--- src/rtl/pkt_ptr_pkg.sv ---
package pkt_ptr_pkg;
   localparam int PTR_W     = 16;
   localparam int RX_BIT    = 15;
   localparam int STEP_BIT  = 14;
   localparam logic [3:0] OFF_PTR_LO = 4'd6;
   localparam logic [3:0] OFF_PTR_HI = 4'd7;
   localparam logic [1:0] DATA_SEL   = 2'b10;   // reg_off[3:2] for offsets 8..11

   typedef enum logic [1:0] {
      ACC_NONE,
      ACC_PTR,
      ACC_DATA
   } acc_kind_e;
endpackage

--- src/rtl/pkt_ptr_reg.sv ---
module pkt_ptr_reg
   import pkt_ptr_pkg::*;
#(
   parameter int OFS_W = 11
) (
   input  logic             clk,
   input  logic             rst_n,
   input  logic             wr_lo,
   input  logic             wr_hi,
   input  logic [7:0]       wdata,
   input  logic             step,
   output logic [PTR_W-1:0] ptr
);
   localparam int FLG_W = PTR_W - OFS_W;

   generate
      if (OFS_W < 9 || OFS_W > 12) begin : g_bad_ofs
         $error("pkt_ptr_reg: OFS_W must be 9..12");
      end
   endgenerate

   logic [OFS_W-1:0] ofs_next;
   assign ofs_next = ptr[OFS_W-1:0] + OFS_W'(1);

   always_ff @(posedge clk) begin
      if (!rst_n) begin
         ptr <= '0;
      end else if (wr_lo) begin
         ptr <= {ptr[PTR_W-1:8], wdata};
      end else if (wr_hi) begin
         ptr <= {wdata, ptr[7:0]};
      end else if (step) begin
         ptr <= {ptr[PTR_W-1 -: FLG_W], ofs_next};
      end
   end
endmodule

--- src/rtl/pkt_ptr_addr.sv ---
module pkt_ptr_addr
   import pkt_ptr_pkg::*;
#(
   parameter int OFS_W = 11,
   parameter int PAGES = 4,
   parameter int PN_W  = 8,
   localparam int PG_W = (PAGES > 1) ? $clog2(PAGES) : 1
) (
   input  logic [PTR_W-1:0] ptr,
   input  logic [1:0]       lane,
   input  logic [PN_W-1:0]  pkt_num,
   input  logic [PN_W-1:0]  rxq_head,
   output logic [PG_W-1:0]  page,
   output logic [OFS_W-1:0] addr,
   output logic             page_ok
);
   logic [PN_W-1:0] pnum;

   generate
      if (PN_W <= PG_W) begin : g_bad_pn
         $error("pkt_ptr_addr: PN_W must exceed page index width");
      end
   endgenerate

   assign pnum = ptr[RX_BIT] ? rxq_head : pkt_num;
   assign page = pnum[PG_W-1:0];

   // range check: power-of-two page counts only need the upper bits zero
   generate
      if ((1 << PG_W) == PAGES) begin : g_pow2
         assign page_ok = (pnum[PN_W-1:PG_W] == '0);
      end else begin : g_cmp
         assign page_ok = (pnum < PN_W'(PAGES));
      end
   endgenerate

   // stepping mode uses the stored offset; fixed mode adds the lane
   always_comb begin
      if (ptr[STEP_BIT]) addr = ptr[OFS_W-1:0];
      else               addr = ptr[OFS_W-1:0] + OFS_W'(lane);
   end
endmodule

--- src/rtl/pkt_ptr_port.sv ---
module pkt_ptr_port
   import pkt_ptr_pkg::*;
#(
   parameter int OFS_W = 11,
   parameter int PAGES = 4,
   parameter int PN_W  = 8,
   localparam int PG_W = (PAGES > 1) ? $clog2(PAGES) : 1
) (
   input  logic             clk,
   input  logic             rst_n,
   input  logic             wr_en,
   input  logic             rd_en,
   input  logic [3:0]       reg_off,
   input  logic [7:0]       wr_data,
   output logic [7:0]       rd_data,
   input  logic [PN_W-1:0]  pkt_num,
   input  logic [PN_W-1:0]  rxq_head,
   output logic [PG_W-1:0]  mem_page,
   output logic [OFS_W-1:0] mem_addr,
   output logic             mem_we,
   output logic             mem_re,
   output logic [7:0]       mem_wdata,
   input  logic [7:0]       mem_rdata
);
   localparam int NE_IN_HI = OFS_W - 8;   // not-empty flag inside the high byte

   acc_kind_e        kind;
   logic [PTR_W-1:0] ptr_q;
   logic             page_ok;
   logic             data_acc;
   logic             step;
   logic [7:0]       hi_rd;

   always_comb begin
      if (reg_off[3:2] == DATA_SEL)                          kind = ACC_DATA;
      else if (reg_off == OFF_PTR_LO || reg_off == OFF_PTR_HI) kind = ACC_PTR;
      else                                                    kind = ACC_NONE;
   end

   assign data_acc = (wr_en | rd_en) && (kind == ACC_DATA);
   assign step     = data_acc && page_ok && ptr_q[STEP_BIT];

   pkt_ptr_reg #(.OFS_W(OFS_W)) u_reg (
      .clk   (clk),
      .rst_n (rst_n),
      .wr_lo (wr_en && reg_off == OFF_PTR_LO),
      .wr_hi (wr_en && reg_off == OFF_PTR_HI),
      .wdata (wr_data),
      .step  (step),
      .ptr   (ptr_q)
   );

   pkt_ptr_addr #(.OFS_W(OFS_W), .PAGES(PAGES), .PN_W(PN_W)) u_addr (
      .ptr      (ptr_q),
      .lane     (reg_off[1:0]),
      .pkt_num  (pkt_num),
      .rxq_head (rxq_head),
      .page     (mem_page),
      .addr     (mem_addr),
      .page_ok  (page_ok)
   );

   assign mem_we    = wr_en && data_acc && page_ok;
   assign mem_re    = rd_en && data_acc && page_ok;
   assign mem_wdata = wr_data;

   always_comb begin
      hi_rd = ptr_q[PTR_W-1:8];
      hi_rd[NE_IN_HI] = 1'b0;
   end

   always_comb begin
      rd_data = 8'h00;
      if (rd_en) begin
         unique case (kind)
            ACC_PTR:  rd_data = reg_off[0] ? hi_rd : ptr_q[7:0];
            ACC_DATA: rd_data = page_ok ? mem_rdata : 8'h00;
            default:  rd_data = 8'h00;
         endcase
      end
   end


   step_addr_chk: assert property (@(posedge clk) disable iff (!rst_n)
      step |=> ptr_q[OFS_W-1:0] == $past(mem_addr) + OFS_W'(1));


   flag_hold_chk: assert property (@(posedge clk) disable iff (!rst_n)
      data_acc |=> ptr_q[PTR_W-1:OFS_W] == $past(ptr_q[PTR_W-1:OFS_W]));


   fixed_ptr_chk: assert property (@(posedge clk) disable iff (!rst_n)
      (data_acc && !ptr_q[STEP_BIT]) |=> $stable(ptr_q));


   bad_page_chk: assert property (@(posedge clk) disable iff (!rst_n)
      (data_acc && !page_ok) |-> (!mem_we && rd_data == 8'h00));


   bad_page_hold_chk: assert property (@(posedge clk) disable iff (!rst_n)
      (data_acc && !page_ok) |=> $stable(ptr_q));


   other_off_chk: assert property (@(posedge clk) disable iff (!rst_n)
      (wr_en && kind == ACC_NONE) |=> $stable(ptr_q));
endmodule

--- config.mk ---
export PLATFORM = sky130hd
export DESIGN_NAME = pkt_ptr_port
export DESIGN_NICKNAME = d
export VERILOG_FILES = /design/src/rtl/pkt_ptr_pkg.sv /design/src/rtl/pkt_ptr_reg.sv /design/src/rtl/pkt_ptr_addr.sv /design/src/rtl/pkt_ptr_port.sv
export SDC_FILE = /design/constraint.sdc
export NUM_CORES = 1
export LEC_CHECK = 0
export BUFFER_PORTS_ARGS = -buffer_cell sky130_fd_sc_hd__buf_2
export CAP_MARGIN = 20
export CORE_UTILIZATION = 51
export DETAILED_ROUTE_END_ITERATION = 7
export PLACE_DENSITY_LB_ADDON = 0.08
export SETUP_SLACK_MARGIN = 0.5
export SLEW_MARGIN = 30
export SYNTH_ARGS = -nofsm -noshare
export SYNTH_HDL_FRONTEND = slang
export SYNTH_SLANG_ARGS = --single-unit
--- constraint.sdc ---
create_clock -name clk -period 3.3 [get_ports clk]
set_clock_uncertainty 0.15 [all_clocks]
set_input_delay 0.33 -clock clk [delete_from_list [all_inputs] [get_ports clk]]
set_output_delay 0.33 -clock clk [all_outputs]
set_load 0.02 [all_outputs]
# == Word-level counts from Yosys, hierarchy flattened ==
# Cells that the tools add are included.
# op_classes
bitwise,2
eq_ne,6
reduce_logical,16
div_mod_pow,0
n_mul,0
n_shift,0
magnitude_cmp,0
addsub,2
muxes,11
# ops
op,n
2-to-1 mux 8 bit,5
2-to-1 mux 11 bit,2
2-to-1 mux 16 bit,1
case mux 8 bit (2 select lines),1
"adder 11 x 1 -> 11 bit, second input constant",1
adder 11 x 2 -> 11 bit,1
logical AND 1 bit,9
"equality test 4 x 3 -> 1 bit, second input constant",2
zero test 6 bit,1
AND reduction 2 bit,3
"equality test 2 bit, second input constant",2
nonzero test 2 bit,2
"equality test 2 x 1 -> 1 bit, second input constant",1
2-to-1 mux 2 bit,1
"inequality test 2 x 1 -> 1 bit, second input constant",1
logical OR 1 bit,1
2-to-1 mux 1 bit,1
inverter 1 bit,1
OR 1 bit,1
# word_totals
n_memories,0
latchBits,0
out_inout_bits,31
regBits,16
rom_bits,0
ram_bits,0

# == Depth between registers and ports, before layout ==
# Gate-level depths: netlist (run 1).
# depth
depth_word,11
mapped_depth,7

# == Hierarchy ==
# A second synthesis (run 1) with hierarchy kept.
# hier_totals
hier_cells,185
area_unflattened_um2,1542.7
# by_module_without_submodules
mod,instances,cells_per_inst,area_each_um2
pkt_ptr_reg,1,99,842.1
pkt_ptr_port,1,45,372.9
pkt_ptr_addr,1,41,327.8

# == Worst setup path after synthesis (run 1) ==
# Ideal clock, no wire load.
# synth_path
path_kind,reg-to-output
startpoint,reg u_reg.ptr[1]
endpoint,out mem_addr[9]
arrival_time_ns,1.646
stages_incl_launch_ff,7
path_buffers,0
path_slack_ns,1.174
path_cell_list,dfxtp_1 > ha_1 > a21oi_1 > nor3b_1 > nand3_1 > nor2_1 > xor2_1
# synth_between
elab_chain_cells,2
# synth_rtl
item,line,text
"start, declared",pkt_ptr_reg.sv:12,output logic [PTR_W-1:0] ptr
"start signal, assigned",pkt_ptr_reg.sv:29,"ptr <= {ptr[PTR_W-1:8], wdata};"
"start signal, assigned",pkt_ptr_reg.sv:31,"ptr <= {wdata, ptr[7:0]};"
"start signal, assigned",pkt_ptr_reg.sv:33,"ptr <= {ptr[PTR_W-1 -: FLG_W], ofs_next};"
adder 11 x 2 -> 11 bit,pkt_ptr_addr.sv:40,else addr = ptr[OFS_W-1:0] + OFS_W'(lane);
2-to-1 mux 11 bit,pkt_ptr_addr.sv:39,if (ptr[STEP_BIT]) addr = ptr[OFS_W-1:0];
"end, declared",pkt_ptr_port.sv:19,"output logic [OFS_W-1:0] mem_addr,"
# Every way passes these cells.

# == Worst setup path in the final report (run 1) ==
# layout_path
startpoint,reg u_reg.ptr[0]
endpoint,out mem_addr[7]
# The elaborated chain is that of the path after synthesis.

==> results of run 1 <==
[worst register-to-register path, stage by stage, from the launching register on]
cell and delay (ns):
dfxtp_1 0.39, nor3_1 0.24, and2_2 0.19, o211ai_2 0.27, or4_1 0.55, a31oi_1 0.17
[stage by stage]
stage	hold slack [ns]	std cells
floorplan	0.313	199
global placement	0.338	279
detailed placement	0.348	279
CTS	0.154	283
global route	0.170	283
finish	0.149	283
[kinds of logic (layout without fill, tap and decap cells)]
| group | count (synthesis) | after routing | share of synthesized area |
|---|---|---|---|
| xor gates and xnor gates | 13 | 13 | 0.0751 |
| adders and majority gates | 4 | 4 | 0.0380 |
| and+or+nand+nor | 81 | 81 | 0.280 |
| AOI/OAI and AO/OA | 43 | 43 | 0.184 |
| buffers and inverters | 28 | 81 | 0.122 |
| DFF | 15 | 15 | 0.198 |
| muxes | 15 | 15 | 0.102 |
[power groups by stage]
stage                     sequential [mW]  clock (mW)  combinational (mW)
final                               0.186       0.107              0.0847
after global routing                0.187       0.116              0.0921
after CTS                           0.186       0.107              0.0849
after detailed placement            0.190           0              0.0846
after global placement              0.190           0              0.0838
after floorplan                     0.189           0              0.0548
[worst max path at each step]
stage	startpoint	cells after the start	to
after global routing	u_reg.ptr[0]	7	mem_addr[7]
after CTS	u_reg.ptr[0]	7	mem_addr[7]
final	u_reg.ptr[0]	7	mem_addr[7]
after detailed placement	reg_off[0]	8	mem_addr[7]
after floorplan	u_reg.ptr[1]	6	mem_addr[9]
after global placement	reg_off[0]	8	mem_addr[9]
[synthesized netlist by cell type (2+ instances only)]
cell / number
a21oi_1: 13
a221oi_1: 2
a22oi_1: 2
a31oi_1: 2
and2_1: 2
buf_2: 6
buf_4: 10
buf_6: 2
clkbuf_1: 2
clkbuf_8: 2
dfxtp_1: 15
ha_1: 3
inv_1: 5
mux2_2: 4
mux2i_1: 11
nand2_1: 10
nand3_1: 9
nand3b_1: 2
nand4_1: 3
nor2_1: 28
nor2b_1: 3
nor3_1: 6
nor3b_1: 6
nor4_2: 2
o21ai_0: 8
o21ai_1: 2
o221ai_1: 3
o22ai_1: 3
o31ai_1: 2
or4_1: 3
xnor2_1: 5
xor2_1: 8
[layout make-up]
class	instances	area [µm²]	area share
inverter	6	22.5	0.0127
sequential	15	300	0.169
multi-input combinational	156	1030	0.580
clock buffer	4	26.3	0.0148
tap	31	38.8	0.0218
timing repair buffer	71	358	0.202
[per-layer routing]
layer	share of wire	vias to the layer above	global-route usage
li1	-	815	-
met1	0.47	702	0.320
met2	0.46	69	0.388
met3	0.067	5	0.0276
met4	0.011	0	0.0697
met5	0	-	0
==> results.rst, run 1 <==
.. list-table::
   :header-rows: 1

   * - Metric
     - Value
   * - Status
     - complete, no violations
   * - Most area-consuming cells after synthesis
     - dfxtp_1 20%, mux2i_1 7.3%, nor2_1 6.9%, buf_4 5.0%, xor2_1 4.6%
   * - Setup repair after global routing missed its margin
     - false
   * - Clock tree buffer depth
     - 2
   * - CP Buf/Inv Count
     - 1
   * - Part of the cycle the worst path needs
     - 0.780
   * - Shortest clock period the worst path allows after layout
     - around 2.6 ns
   * - Routed Antenna Nets
     - 0
   * - Max Freq
     - approximately 390 MHz
   * - Internal cell power
     - roughly 270 µW
   * - Biggest registers after layout
     - u_reg.ptr x15
   * - Initial antenna violation count
     - 0
   * - Global-route wire length before repair
     - 6100 µm
   * - Post-synthesis cell type with the largest combined area
     - dfxtp_1
   * - Fraction of post-synthesis cell area in the top cell type by area
     - 0.198
   * - Die boundary width
     - 56.5 µm
   * - Synth warnings
     - 0
   * - Number of detailed-routing iterations run before antenna repair
     - 4
   * - Initial cell density of the core
     - 0.545
   * - Worst setup slack before clock tree synthesis
     - about 0.84 ns
   * - Count of endpoints failing hold in the final timing report
     - 0
   * - Boundary pin count
     - slightly above 70
   * - Critical path cell sequence
     - ha_1 > a21oi_1 > nor3b_1 > nand3_1 > nor2_1 > xor2_1 > buf_2
   * - Root buffer cell
     - clkbuf_4
   * - Areal power density over the cells
     - between 200 and 250 nW/µm²
   * - Synthesized Nets
     - ~240
   * - Maximum fanout along the worst path
     - 8
   * - Portion of the post-synthesis area used by sequential elements
     - 0.198
   * - Worst path top cell family by delay
     - simple AND/OR/NAND/NOR gates
   * - Data required time of the worst path
     - ~2.8 ns
   * - Worst Path Arrival
     - 2.09 ns
   * - Net switching power of the design
     - around 110 µW
   * - Post-layout worst setup margin
     - 0.726 ns
   * - Slack of the worst reg-to-reg path
     - about 1.3 ns
   * - Drt wl/cell
     - around 13 µm
   * - Overall overflow remaining after global route
     - 0
   * - Largest register FFs
     - 15
   * - Die Ht
     - 56.5 µm
   * - Total power
     - ~380 µW
   * - Clock power share
     - 0.284
   * - Path type of the worst min-delay path
     - in -> reg
   * - Resize count post-CTS
     - 0
   * - Core occupancy in the finished layout
     - 0.638
   * - Antenna fix cells
     - 0
   * - Reg2Reg Capture Point
     - u_reg.ptr[10]
   * - # rows
     - 19
   * - Via count of the first global-routing pass
     - 1343
   * - Max Cap Violations
     - 0
   * - Worst relative slew slack
     - 0.593
   * - Switch share
     - 0.296
   * - Slowest Stage Delay on Critical Path
     - slightly above 0.5 ns
   * - Most frequent cells in the layout
     - 70 x buf_2, 28 x nor2_1, 15 x dfxtp_1, 13 x a21oi_1, 11 x mux2i_1
   * - Endpoint of the worst hold path
     - u_reg.ptr[15]
   * - Global-route usage over all layers
     - 0.235
   * - Most common cell after layout, fill and taps aside
     - buf_2
   * - Mean area per synthesized cell
     - around 7.6 µm²
   * - Number of hold buffers added after CTS
     - 0
   * - Number of vias after detailed routing
     - 1591
   * - Port buffer count
     - 70
   * - Share of flip-flops with an asynchronous set or reset
     - 0
   * - Hold depth
     - 3
   * - DRC violation total after the first TritonRoute iteration
     - 50
   * - Endpoint class of the critical path
     - output pin
   * - Routability congestion estimate from global placement
     - approximately 0.8
   * - Fill count
     - around 280
   * - Category of the worst setup path launch point
     - flop
   * - Total negative setup slack
     - 0 ns
   * - Final layout net count
     - between 200 and 300
   * - Routed vias/inst
     - between 5 and 6
   * - DRC violations left
     - 0
   * - Setup-failing EPs final
     - 0
   * - Standby leakage power
     - 0.828 nW
   * - Fraction of layout instances using a drive strength above 1
     - 0.341
   * - Standard cell core area
     - around 2800 µm²
   * - Max-slew violation total from the final report
     - 0
   * - Number of buffers created by CTS
     - 3
   * - Final wirelength
     - around 3800 µm
   * - Post-Place Cell Area
     - roughly 1700 µm²
   * - Slew at the pin closest to its max-slew limit
     - 0.610 ns
   * - Clock latency of the later-clocked register in the worst-skew pair
     - 0.29 ns
   * - Clock tree sinks
     - 15
   * - Count of cells along the worst register-to-register path
     - 5
   * - HPWL after detailed placement
     - roughly 3000 µm
   * - Setup Buffers After CTS
     - 0
   * - Yosys reg bits
     - 15
   * - Worst VDD drop
     - 0.000258 V
   * - Pin count of the biggest net entering global routing
     - 20
   * - H-Tree Depth
     - 1
   * - Worst setup path category
     - reg -> out
   * - Worst Min Path Start
     - wr_data[7]
   * - Layout area overhead
     - 17.2%
   * - Cell variety after synth
     - 47
   * - Die area
     - 3190 µm²
   * - Ys flop type
     - dfxtp_1
   * - Synth Instances
     - just under 200
   * - Standard cell with the maximum stage delay on the critical path
     - dfxtp_1
   * - Combinational group share of total power
     - 0.224
   * - Relative contribution of sequential cells to total power
     - 0.492
   * - Summed instance area of the synthesized netlist
     - ~1500 µm²
   * - Number of flops mapped to enable cells by yosys
     - 0
   * - Cell area after layout
     - roughly 1800 µm²
   * - Register with the most flip-flops
     - u_reg.ptr
   * - Clock transition at the register clock pins on the worst setup and hold paths after CTS
     - ~0.09 ns
   * - Clock tree from TritonCTS
     - yes
   * - Launching point of the worst reg2reg path
     - u_reg.ptr[15]
Power figures use the tool's default switching activity.
==> run 2, diff against run 1 <==
Settings changed: CORE_UTILIZATION 51 to 42.
Clock period 3.3 ns to 2.1 ns, I/O delays scaled along.
==> results.rst, run 2 (synthesis gave the netlist of run 1 again) <==
.. list-table::
   :header-rows: 1

   * - Metric
     - Value
   * - Status
     - finished with violations (was complete, no violations)
   * - Failing checks
     - negative setup slack
   * - Total power
     - 656 µW (was 378 µW)
   * - Fraction of layout instances using a drive strength above 1
     - 0.684 (was 0.341)
   * - Worst setup path category
     - reg -> out (unchanged)
   * - Routability congestion estimate from global placement
     - 0.855 (was 0.796)
   * - Max Cap Violations
     - 0 (unchanged)
   * - Number of buffers created by CTS
     - 3 (unchanged)
   * - Post-layout worst setup margin
     - -0.127 ns (was 0.726 ns)
   * - Standard cell core area
     - 3390 µm² (was 2780 µm²)
   * - Root buffer cell
     - clkbuf_4 (unchanged)
   * - Global-route wire length before repair
     - 8430 µm (was 6100 µm)
   * - Layout area overhead
     - 85.8% (was 17.2%)
   * - Largest register FFs
     - 15 (unchanged)
   * - Global-route usage over all layers
     - 0.303 (was 0.235)
   * - Shortest clock period the worst path allows after layout
     - about 2.2 ns
   * - Worst relative slew slack
     - 0.621 (was 0.593)
   * - Initial cell density of the core
     - 0.447 (was 0.545)
   * - Clock tree buffer depth
     - 2 (unchanged)
   * - Register with the most flip-flops
     - u_reg.ptr (unchanged)
   * - Path type of the worst min-delay path
     - in -> reg (unchanged)
   * - Die boundary width
     - 62.1 µm (was 56.5 µm)
   * - Slew at the pin closest to its max-slew limit
     - 0.569 ns (was 0.610 ns)
   * - Post-Place Cell Area
     - 2170 µm² (was 1750 µm²)
   * - Endpoint class of the critical path
     - output pin (unchanged)
   * - Category of the worst setup path launch point
     - flop (unchanged)
   * - Final wirelength
     - 6100 µm (was 3790 µm)
   * - Biggest registers after layout
     - u_reg.ptr x15 (unchanged)
   * - Pin count of the biggest net entering global routing
     - 19 (was 20)
   * - Number of hold buffers added after CTS
     - 0 (unchanged)
   * - Worst Hold Margin
     - 0.0285 ns (was 0.149 ns)
   * - Routed vias/inst
     - 5.88 (was 5.62)
   * - Most common cell after layout, fill and taps aside
     - buf_2 (unchanged)
   * - Worst setup slack before clock tree synthesis
     - 0.0737 ns (was 0.838 ns)
   * - Areal power density over the cells
     - 233 nW/µm² (was 213 nW/µm²)
   * - HPWL after detailed placement
     - 3610 µm (was 2930 µm)
   * - Number of detailed-routing iterations run before antenna repair
     - 5 (was 4)
   * - Setup-failing EPs final
     - 9 (was 0)
   * - DRC violations left
     - 0 (unchanged)
   * - Die area
     - 3850 µm² (was 3190 µm²)
   * - Maximum fanout along the worst path
     - 3 (was 8)
   * - Data required time of the worst path
     - 1.74 ns (was 2.82 ns)
   * - Clock latency of the later-clocked register in the worst-skew pair
     - 0.30 ns (was 0.29 ns)
   * - Cell area after layout
     - 2820 µm² (was 1780 µm²)
   * - Clock tree sinks
     - 15 (unchanged)
   * - Most frequent cells in the layout
     - 47 x buf_2, 36 x buf_6, 22 x buf_4, 16 x nor2_1, 11 x mux2i_1 (was 70 x buf_2, 28 x nor2_1, 15 x dfxtp_1, 13 x a21oi_1, 11 x mux2i_1)
   * - # rows
     - 21 (was 19)
   * - Standby leakage power
     - 1.20 nW (was 0.828 nW)
   * - Antenna fix cells
     - 0 (unchanged)
   * - Die Ht
     - 62.1 µm (was 56.5 µm)
   * - Overall overflow remaining after global route
     - 0 (unchanged)
   * - Clock tree from TritonCTS
     - yes (unchanged)
   * - Part of the cycle the worst path needs
     - 1.06
   * - Max-slew violation total from the final report
     - 0 (unchanged)
   * - Clock transition at the register clock pins on the worst setup and hold paths after CTS
     - 0.09 ns (about the same)
   * - Max Freq
     - about 450 MHz
   * - Boundary pin count
     - 71 (unchanged)
   * - Via count of the first global-routing pass
     - 1729 (was 1343)
   * - Count of endpoints failing hold in the final timing report
     - 0 (unchanged)
   * - Final layout net count
     - 333 (was 297)
   * - Initial antenna violation count
     - 0 (unchanged)
   * - DRC violation total after the first TritonRoute iteration
     - 122 (was 50)
   * - Port buffer count
     - 70 (unchanged)
   * - Worst VDD drop
     - 0.000227 V (was 0.000258 V)
   * - Setup repair after global routing missed its margin
     - true (was false)
   * - Worst Path Arrival
     - 1.87 ns (was 2.09 ns)
   * - H-Tree Depth
     - 1 (unchanged)
   * - Drt wl/cell
     - 18.3 µm (was 13.4 µm)
   * - Number of vias after detailed routing
     - 1964 (was 1591)
   * - Routed Antenna Nets
     - 0 (unchanged)
run 2: layout make-up:
type                       instances  area [µm²]
tap                               46        57.6
fill                             186         574
inverter                           6        22.5
timing repair buffer             106         826
clock buffer                       4        26.3
multi-input combinational        157        1550
sequential                        15         330
run 2: path summary, 6_finish.rpt:
path         cells past startpoint           from       endpoint  slack [ns]
max                              7   u_reg.ptr[1]    mem_addr[7]       -0.13
min                              3     wr_data[5]  u_reg.ptr[13]        0.03
max reg2reg                      7  u_reg.ptr[15]   u_reg.ptr[5]        0.36
min reg2reg                      2  u_reg.ptr[12]  u_reg.ptr[12]        0.36
run 2: metal layers:
| layer | vias to the layer above | track usage | part of all wire |
|---|---|---|---|
| li1 | 877 | - | - |
| met1 | 943 | 0.392 | 0.38 |
| met2 | 118 | 0.497 | 0.50 |
| met3 | 26 | 0.0600 | 0.076 |
| met4 | 0 | 0.114 | 0.045 |
| met5 | - | 0 | 0 |
run 2: per-stage QoR:
stage / utilization / cells / TNS [ns]
after global placement: 0.640 / 306 / 0
after detailed placement: 0.640 / 306 / 0
after CTS: 0.791 / 330 / -0.584
after floorplan: - / 199 / 0
final: 0.831 / 334 / -0.739
after global routing: 0.831 / 334 / -1.28
run 2: what timing repair did:
action | in CTS | in global routing
hold endpoints to repair | 0 | 0
setup endpoints to repair | 34 | 34
pin swaps | 37 | 24
gates cloned | 1 | 0
setup buffers | 19 | 4
gates resized for setup | 99 | 19
run 2: critical path: stages (launching register included):
cell,delay (ns)
dfxtp_4,0.37
ha_4,0.26
a21oi_2,0.05
nor3b_2,0.20
nand3_2,0.21
nor2_4,0.19
xor2_4,0.16
buf_6,0.13
run 2: where the power goes:
part	switching (mW)	internal [mW]	total [mW]
clock	0.104	0.0742	0.178
combinational	0.108	0.0861	0.194
sequential	0.00445	0.279	0.284
total	0.217	0.440	0.656
==> run 3, diff against run 2 <==
Settings changed: PLACE_DENSITY_LB_ADDON 0.08 to 0.3, RECOVER_POWER from default to 25, REMOVE_ABC_BUFFERS from default to 1.
==> results.rst, run 3 (synthesis gave the netlist of run 1 again) <==
.. list-table::
   :header-rows: 1

   * - Metric
     - Value
   * - Most frequent cells in the layout
     - 39 x buf_2, 34 x buf_4, 24 x nor2_1, 18 x buf_6, 11 x mux2i_1 (was 47 x buf_2, 36 x buf_6, 22 x buf_4, 16 x nor2_1, 11 x mux2i_1)
   * - Clock latency of the later-clocked register in the worst-skew pair
     - 0.28 ns (was 0.30 ns)
   * - Endpoint class of the critical path
     - output pin (unchanged)
   * - Register with the most flip-flops
     - u_reg.ptr (unchanged)
   * - Fill count
     - 240 (was 186)
   * - Overall overflow remaining after global route
     - 0 (unchanged)
   * - Worst setup path category
     - reg -> out (unchanged)
   * - Shortest clock period the worst path allows after layout
     - 2.19 ns (was 2.23 ns)
   * - Via count of the first global-routing pass
     - 1553 (was 1729)
   * - Global-route wire length before repair
     - 7160 µm (was 8430 µm)
   * - Antenna fix cells
     - 0 (unchanged)
   * - Slew at the pin closest to its max-slew limit
     - 0.614 ns (was 0.569 ns)
   * - Max Cap Violations
     - 0 (unchanged)
   * - Worst VDD drop
     - 0.000270 V (was 0.000227 V)
   * - Switch share
     - 0.319 (was 0.330)
   * - Number of buffers created by CTS
     - 3 (unchanged)
   * - Die area
     - 3850 µm² (unchanged)
   * - Internal cell power
     - 436 µW (was 440 µW)
   * - Post-Place Cell Area
     - 1870 µm² (was 2170 µm²)
   * - Setup-failing EPs final
     - 3 (was 9)
   * - Fraction of layout instances using a drive strength above 1
     - 0.598 (was 0.684)
   * - Post-Layout Cell Count
     - 327 (was 334)
   * - Final layout net count
     - 326 (was 333)
   * - Worst relative slew slack
     - 0.589 (was 0.621)
   * - Count of placed standard cells including taps
     - 308 (was 306)
   * - Clock tree sinks
     - 15 (unchanged)
   * - Net switching power of the design
     - 204 µW (was 217 µW)
   * - Drt wl/cell
     - 17.6 µm (was 18.3 µm)
   * - Standard cell core area
     - 3390 µm² (unchanged)
   * - Largest register FFs
     - 15 (unchanged)
   * - Status
     - finished with violations (unchanged)
   * - Total negative setup slack
     - -0.173 ns (was -0.739 ns)
   * - Initial antenna violation count
     - 0 (unchanged)
   * - Number of vias after detailed routing
     - 1866 (was 1964)
   * - Routability congestion estimate from global placement
     - 0.911 (was 0.855)
   * - Maximum fanout along the worst path
     - 3 (unchanged)
   * - Final wirelength
     - 5750 µm (was 6100 µm)
   * - Cell area after layout
     - 2490 µm² (was 2820 µm²)
   * - DRC violations left
     - 0 (unchanged)
   * - Number of detailed-routing iterations run before antenna repair
     - 4 (was 5)
   * - Clock tree from TritonCTS
     - yes (unchanged)
   * - Path type of the worst min-delay path
     - in -> reg (unchanged)
   * - Combinational group share of total power
     - 0.287 (was 0.296)
   * - Setup repair after global routing missed its margin
     - true (unchanged)
   * - Root buffer cell
     - clkbuf_4 (unchanged)
   * - Failing checks
     - negative setup slack (unchanged)
   * - Count of endpoints failing hold in the final timing report
     - 0 (unchanged)
   * - H-Tree Depth
     - 1 (unchanged)
   * - Category of the worst setup path launch point
     - flop (unchanged)
   * - Layout area overhead
     - 64.5% (was 85.8%)
   * - Routed vias/inst
     - 5.71 (was 5.88)
   * - Die boundary width
     - 62.1 µm (unchanged)
   * - Post-layout worst setup margin
     - -0.0907 ns (was -0.127 ns)
   * - Relative contribution of sequential cells to total power
     - 0.448 (was 0.432)
   * - Number of hold buffers added after CTS
     - 0 (unchanged)
   * - Areal power density over the cells
     - 257 nW/µm² (was 233 nW/µm²)
   * - Port buffer count
     - 70 (unchanged)
   * - Slack of the worst reg-to-reg path
     - 0.38 ns (was 0.36 ns)
   * - HPWL after detailed placement
     - 3310 µm (was 3610 µm)
   * - Global-route usage over all layers
     - 0.256 (was 0.303)
   * - Most common cell after layout, fill and taps aside
     - buf_2 (unchanged)
   * - Biggest registers after layout
     - u_reg.ptr x15 (unchanged)
   * - Standby leakage power
     - 1.10 nW (was 1.20 nW)
   * - DRC violation total after the first TritonRoute iteration
     - 75 (was 122)
   * - Routed Antenna Nets
     - 0 (unchanged)
   * - Boundary pin count
     - 71 (unchanged)
   * - Data required time of the worst path
     - 1.74 ns (about the same)
   * - Clock power share
     - 0.265 (was 0.272)
   * - Pin count of the biggest net entering global routing
     - 19 (unchanged)
   * - Part of the cycle the worst path needs
     - 1.04 (was 1.06)
   * - Clock transition at the register clock pins on the worst setup and hold paths after CTS
     - 0.10 ns (was 0.09 ns)
   * - Initial cell density of the core
     - 0.447 (unchanged)
   * - Max-slew violation total from the final report
     - 0 (unchanged)
   * - Die Ht
     - 62.1 µm (unchanged)
   * - Worst Path Arrival
     - 1.83 ns (was 1.87 ns)
   * - Max Freq
     - 456 MHz (was 449 MHz)
   * - Clock tree buffer depth
     - 2 (unchanged)
   * - # rows
     - 21 (unchanged)
run 3: cell type report:
type	instances	area (µm²)	share of cell area
inverter	6	22.5	0.00904
timing repair buffer	99	683	0.274
tap	46	57.6	0.0231
multi-input combinational	157	1380	0.552
clock buffer	4	26.3	0.0105
sequential	15	327	0.131
run 3: metal layers:
| metal | up-vias | track usage | routed length [µm] |
|---|---|---|---|
| li1 | 871 | - | - |
| met1 | 891 | 0.330 | 2380 |
| met2 | 82 | 0.441 | 2840 |
| met3 | 22 | 0.0207 | 349 |
| met4 | 0 | 0.102 | 168 |
| met5 | - | 0 | 0 |
run 3: per-stage QoR:
stage | power [mW] | hold WS [ns] | setup WS [ns] | utilization
floorplan | 0.348 | 0.198 | 0.0910 | -
global placement | 0.437 | 0.321 | 0.176 | 0.553
detailed placement | 0.439 | 0.325 | 0.139 | 0.553
CTS | 0.629 | 0.0220 | 0.0152 | 0.682
global route | 0.673 | 0.0269 | -0.179 | 0.735
finish | 0.639 | 0.0286 | -0.0907 | 0.735
run 3: power by group through the flow:
| stage | logic [mW] | clock network, mW | registers, mW |
|---|---|---|---|
| final | 0.183 | 0.170 | 0.286 |
| after global placement | 0.140 | 0 | 0.297 |
| after CTS | 0.167 | 0.174 | 0.288 |
| after floorplan | 0.0502 | 0 | 0.297 |
| after detailed placement | 0.141 | 0 | 0.297 |
| after global routing | 0.194 | 0.193 | 0.287 |
run 3: worst paths after layout:
| path | start | endpoint | cells after the start |
|---|---|---|---|
| hold reg to reg | u_reg.ptr[6] | u_reg.ptr[6] | 2 |
| hold / removal | wr_data[6] | u_reg.ptr[14] | 3 |
| setup reg to reg | u_reg.ptr[15] | u_reg.ptr[5] | 7 |
| setup / recovery | u_reg.ptr[1] | mem_addr[7] | 7 |
run 3: what timing repair did:
action	4_1_cts	5_1_grt
endpoints found under the setup margin	34	38
pin swaps	36	17
buffers inserted	8	6
cloned	1	0
gates resized for setup	95	36
run 3: worst max-delay path: stages (launching register included):
cell	delay, ns
dfxtp_2	0.35
ha_4	0.26
a21oi_2	0.05
nor3b_2	0.22
nand3_2	0.16
nor2_2	0.12
xor2_1	0.20
buf_4	0.18
